File: config.mk
export PLATFORM = sky130hd
export DESIGN_NAME = pair_packer
export DESIGN_NICKNAME = d
export VERILOG_FILES = /design/src/rtl/pair_pack_pkg.sv /design/src/rtl/pair_pack_ctrl.sv /design/src/rtl/pair_pack_lanes.sv /design/src/rtl/pair_packer.sv
export SDC_FILE = /design/constraint.sdc
export NUM_CORES = 1
export LEC_CHECK = 0
export BUFFER_PORTS_ARGS = -buffer_cell sky130_fd_sc_hd__buf_2
export CORE_MARGIN = 2
export CORE_UTILIZATION = 35
export CTS_BUF_LIST = sky130_fd_sc_hd__clkbuf_4 sky130_fd_sc_hd__clkbuf_8 sky130_fd_sc_hd__clkbuf_16
export DETAILED_ROUTE_END_ITERATION = 8
export GPL_ROUTABILITY_DRIVEN = 0
export PLACE_DENSITY = 0.75
export RECOVER_POWER = 100
export SLEW_MARGIN = 30
export SYNTH_ARGS = -nofsm -noshare
export SYNTH_HDL_FRONTEND = slang
export SYNTH_SLANG_ARGS = --single-unit
File: constraint.sdc
create_clock -name clk -period 1.46 [get_ports clk]
set_clock_uncertainty 0.15 [all_clocks]
set_input_delay 0.146 -clock clk [delete_from_list [all_inputs] [get_ports clk]]
set_output_delay 0.146 -clock clk [all_outputs]
set_load 0.01 [all_outputs]
File: src/rtl/pair_pack_pkg.sv
package pair_pack_pkg;
  localparam int PAIR_ENTRIES = 2;

  typedef enum logic [2:0] {
    PK_IDLE   = 3'd0,
    PK_RD_HI  = 3'd1,
    PK_RD_LO  = 3'd2,
    PK_CAP_LO = 3'd3,
    PK_PUSH   = 3'd4
  } pk_state_t;
endpackage

File: src/rtl/pair_pack_ctrl.sv
module pair_pack_ctrl
  import pair_pack_pkg::*;
#(
  parameter int CNT_W = 6
) (
  input  logic             clk,
  input  logic             rst_n,
  input  logic [CNT_W-1:0] src_count,
  input  logic             src_empty,
  input  logic             dst_full,
  output logic             rd_en,
  output logic [PAIR_ENTRIES-1:0] cap_en,
  output logic             wr_en
);
  localparam logic [CNT_W-1:0] MIN_FILL = CNT_W'(PAIR_ENTRIES);

  pk_state_t state_q, state_d;
  logic      start_ok;

  assign start_ok = (src_count >= MIN_FILL) && !src_empty && !dst_full;

  always_comb begin
    state_d = state_q;
    unique case (state_q)
      PK_IDLE:   if (start_ok) state_d = PK_RD_HI;
      PK_RD_HI:  state_d = PK_RD_LO;
      PK_RD_LO:  state_d = PK_CAP_LO;
      PK_CAP_LO: state_d = PK_PUSH;
      PK_PUSH:   state_d = PK_IDLE;
      default:   state_d = PK_IDLE;
    endcase
  end

  always_ff @(posedge clk or negedge rst_n) begin
    if (!rst_n) state_q <= PK_IDLE;
    else        state_q <= state_d;
  end

  // Upper lane captures the data of the first read, lower lane the second.
  assign rd_en     = (state_q == PK_RD_HI) || (state_q == PK_RD_LO);
  assign cap_en[1] = (state_q == PK_RD_LO);
  assign cap_en[0] = (state_q == PK_CAP_LO);
  assign wr_en     = (state_q == PK_PUSH);
endmodule

File: src/rtl/pair_pack_lanes.sv
module pair_pack_lanes
  import pair_pack_pkg::*;
#(
  parameter int HALF_W = 16
) (
  input  logic                           clk,
  input  logic                           rst_n,
  input  logic [PAIR_ENTRIES-1:0]        cap_en,
  input  logic [HALF_W-1:0]              rd_data,
  output logic [PAIR_ENTRIES*HALF_W-1:0] word
);
  for (genvar g = 0; g < PAIR_ENTRIES; g++) begin : g_lane
    logic [HALF_W-1:0] lane_q;

    always_ff @(posedge clk or negedge rst_n) begin
      if (!rst_n)         lane_q <= '0;
      else if (cap_en[g]) lane_q <= rd_data;
    end

    assign word[g*HALF_W +: HALF_W] = lane_q;
  end
endmodule

File: src/rtl/pair_packer.sv
module pair_packer
  import pair_pack_pkg::*;
#(
  parameter int HALF_W = 16,
  parameter int CNT_W  = 6
) (
  input  logic                  clk,
  input  logic                  rst_n,
  input  logic [CNT_W-1:0]      src_count,
  input  logic                  src_empty,
  input  logic [HALF_W-1:0]     src_rd_data,
  output logic                  src_rd_en,
  input  logic                  dst_full,
  output logic                  dst_wr_en,
  output logic [2*HALF_W-1:0]   dst_wr_data
);
  logic [PAIR_ENTRIES-1:0] cap_en;

  pair_pack_ctrl #(.CNT_W(CNT_W)) u_ctrl (
    .clk       (clk),
    .rst_n     (rst_n),
    .src_count (src_count),
    .src_empty (src_empty),
    .dst_full  (dst_full),
    .rd_en     (src_rd_en),
    .cap_en    (cap_en),
    .wr_en     (dst_wr_en)
  );

  pair_pack_lanes #(.HALF_W(HALF_W)) u_lanes (
    .clk     (clk),
    .rst_n   (rst_n),
    .cap_en  (cap_en),
    .rd_data (src_rd_data),
    .word    (dst_wr_data)
  );
endmodule

==> impl_metrics.toml <==
[outcome]
status = "finished, violations left"
violations = "setup timing"

[sta]
setup_viol = 13
hold_viol = 0
slew_headroom = 0.695
worst_slew_pin_slew_ns = 0.457
max_freq_mhz = 658
rsz0062_at_grt = "true"
worst_slack_ns = -0.0609
fin_tns_setup_ns = -0.413
fin_crit_sh = 1.04
fin_crit_ns = 1.52
timing.final.max_slew_violations = 0

[critical_path]
r2r_cells = 3
worst_r2r_startpoint = "u_ctrl.state_q[0]"
crit_arrival_ns = 1.53
slowest_stage = "dfrtp_2"
rrSetupSlack_ns = -0.06
cp-end-kind = "flip-flop"
path_cells = "nor3b_4 > buf_6 > mux2_2"
r2r-end = "u_lanes.g_lane[1].lane_q[0]"
crit_family = "flip-flops"
crit_fanout = 8
worstPathRequired_ns = 1.47
start_kind = "flip-flop"
worstSetupPathType = "flip-flop to flip-flop"
critical_path_buf_inv_count = 1
cp_slowest_stage_delay_ns = 0.44

[detailed_routing]
drt-wirelength-per-cell_um = 14.2
route.detailed.drc = 0
postRouteAntennaNets = 0
drt_wl_total_um = 3120
first_iter_violations = 19
via_per_inst = 4.47
drtPass1Iterations = 3
via_count = 983

[grt]
grt_pass1_wl_um = 4730
grt_pass1_vias = 1027
grt_overflow_total = 0
antenna_found_initial = 0
grt_max_degree = 21
track_usage = 0.148

[clock_tree]
cts_buffer_depth = 2
worstSkewPairLatency_ns = 0.27
cts.reportedPaths.clkPinSlew_ns = 0.07
cts_tree = "yes"
cts_max_level = 2
cts_made_buffers = 5
cts_sinks = 35
clock-root-buffer = "clkbuf_8"

[final_layout]
seq_area_um2 = 877
n_fill_cell = 323
area_delta_synth_final_pct = 51.8
diodes = 0
drive_gt1_frac = 0.453
multiInputGateArea_um2 = 492
final_area_um2 = 2060
nNetsFinal = 197
layout.cells.non_filler = 220

[synth]
yosys_warnings = 0
yosysTopAreaCell = "dfrtp_1"
synth.avg_cell_area_um2 = 16.7
synth_cell_types = 15
ys_ff_latch = 35
yosys.area.top_type_share = 0.646
synthCells = 81
syn_nets = 107
syn-cell-area_um2 = 1360
seq_area_frac_synth = 0.646
synth.area.top_cells = "dfrtp_1 (65%), mux2_2 (26%), buf_6 (1.7%)"

[hold_path]
min_from = "src_count[1]"
hold_end = "u_ctrl.state_q[0]"
hold_class = "input pin to flip-flop"
hold_path_depth = 4

[power]
power_density_nw_per_um2 = 2230
p_total_mw = 4.59
total_leakage_power_nw = 0.944
ir_drop_mv = 1.11

[floorplan]
core_um2 = 3690
floorplan.initialDensity = 0.367
die_area_um2 = 4390
die_y_um = 66.2
num_io_pins = 60
num_rows = 22
die_width_um = 66.2

[placement]
dp_hpwl_um = 2000
dp.cells = 191
place.port_buffers = 58
place_area_um2 = 1730

[flow_run]
cap_violations = 0
cell usage after synthesis:
| cell type | number |
|---|---|
| buf_6 | 2 |
| clkbuf_8 | 1 |
| inv_1 | 1 |
| nor3b_1 | 1 |
| or4_1 | 1 |
| mux2_2 | 31 |
| nor3b_4 | 1 |
| nor4_1 | 1 |
| nand2b_1 | 1 |
| nor2_1 | 2 |
| nand3b_2 | 1 |
| dfrtp_1 | 35 |
| mux2_1 | 1 |
| o21ai_0 | 1 |
| xnor2_1 | 1 |
layout by cell type, fill, tap and decap left out:
cell type | Yosys | routed
mux2_4 | 0 | 12
dlygate4sd3_1 | 0 | 20
xnor2_2 | 0 | 1
nor2_1 | 2 | 2
dfrtp_1 | 35 | 34
nor3b_4 | 1 | 1
buf_6 | 2 | 4
nand2b_1 | 1 | 1
clkbuf_4 | 0 | 2
clkinv_2 | 0 | 1
inv_1 | 1 | 1
mux2_2 | 31 | 20
dfrtp_2 | 0 | 1
buf_12 | 0 | 1
clkbuf_1 | 0 | 32
nor3b_1 | 1 | 1
buf_4 | 0 | 2
or4_1 | 1 | 1
o21ai_0 | 1 | 1
clkbuf_8 | 1 | 5
nand3b_2 | 1 | 1
nor4_1 | 1 | 1
buf_2 | 0 | 27
registers in the layout, summed over array words and instances, names as in the netlist:
register	flops
u_lanes.g_lane.lane_q	32
u_ctrl.state_q	3
how the worst max path moves through the flow:
stage	start	to	slack [ns]	cells past startpoint
after floorplan	u_ctrl.state_q[0]	u_lanes.g_lane[1].lane_q[10]	-0.14	4
after global placement	u_ctrl.state_q[2]	u_lanes.g_lane[1].lane_q[5]	0.03	3
after detailed placement	u_ctrl.state_q[2]	u_lanes.g_lane[1].lane_q[15]	0.02	3
after CTS	u_ctrl.state_q[0]	src_rd_en	-0.06	4
after global routing	u_ctrl.state_q[0]	src_rd_en	-0.12	4
final	u_ctrl.state_q[0]	u_lanes.g_lane[1].lane_q[0]	-0.06	3
timing repair:
item	in CTS	in global routing
hold endpoints to repair	48	0
setup endpoints to repair	3	18
gates resized for setup	4	15
gates cloned	0	1
pin swaps	0	0
setup buffers	0	0
hold buffers	20	0
area by class of cell:
class                      instances  area share
inverter                           1     0.00182
multi-input combinational         42       0.239
sequential                        35       0.426
clock buffer                       7      0.0408
timing repair buffer              86       0.260
clock inverter                     1     0.00243
tap                               48      0.0292
kinds of logic (layout without fill, tap and decap cells):
group,count (synthesis),in the layout,share of synthesized area
mux,32,32,0.266
xor+xnor,1,1,0.00646
flops,35,35,0.646
buf+inv,4,95,0.0295
simple gates,8,8,0.0480
compound gates,1,1,0.00369
worst min-delay path, cell delays in order:
cell and delay (ns):
buf_2 0.07, or4_1 0.08, o21ai_0 0.07, nand2b_1 0.06
layer usage:
metal,up-vias,part of all wire,GRT usage,wire length (um)
li1,465,-,-,-
met1,475,0.40,0.162,1250
met2,43,0.51,0.268,1610
met3,0,0.084,0.0579,261
met4,0,0,0.0306,0
met5,-,0,0,0
where the power goes:
part | switching (mW) | leakage (nW) | internal, mW
Combinational | 0.945 | 0.484 | 1.20
Sequential | 0.286 | 0.411 | 1.48
Clock | 0.306 | 0.0491 | 0.371
through the flow:
step | hold WS [ns] | util | setup WS (ns)
global placement | -0.0893 | 0.470 | 0.0304
detailed placement | -0.0862 | 0.470 | 0.0152
global route | 0.0613 | 0.558 | -0.118
finish | 0.0346 | 0.558 | -0.0609
CTS | 0.0324 | 0.554 | -0.0551
floorplan | -0.300 | - | -0.136
No activity file was read; power rests on OpenSTA's default activity.
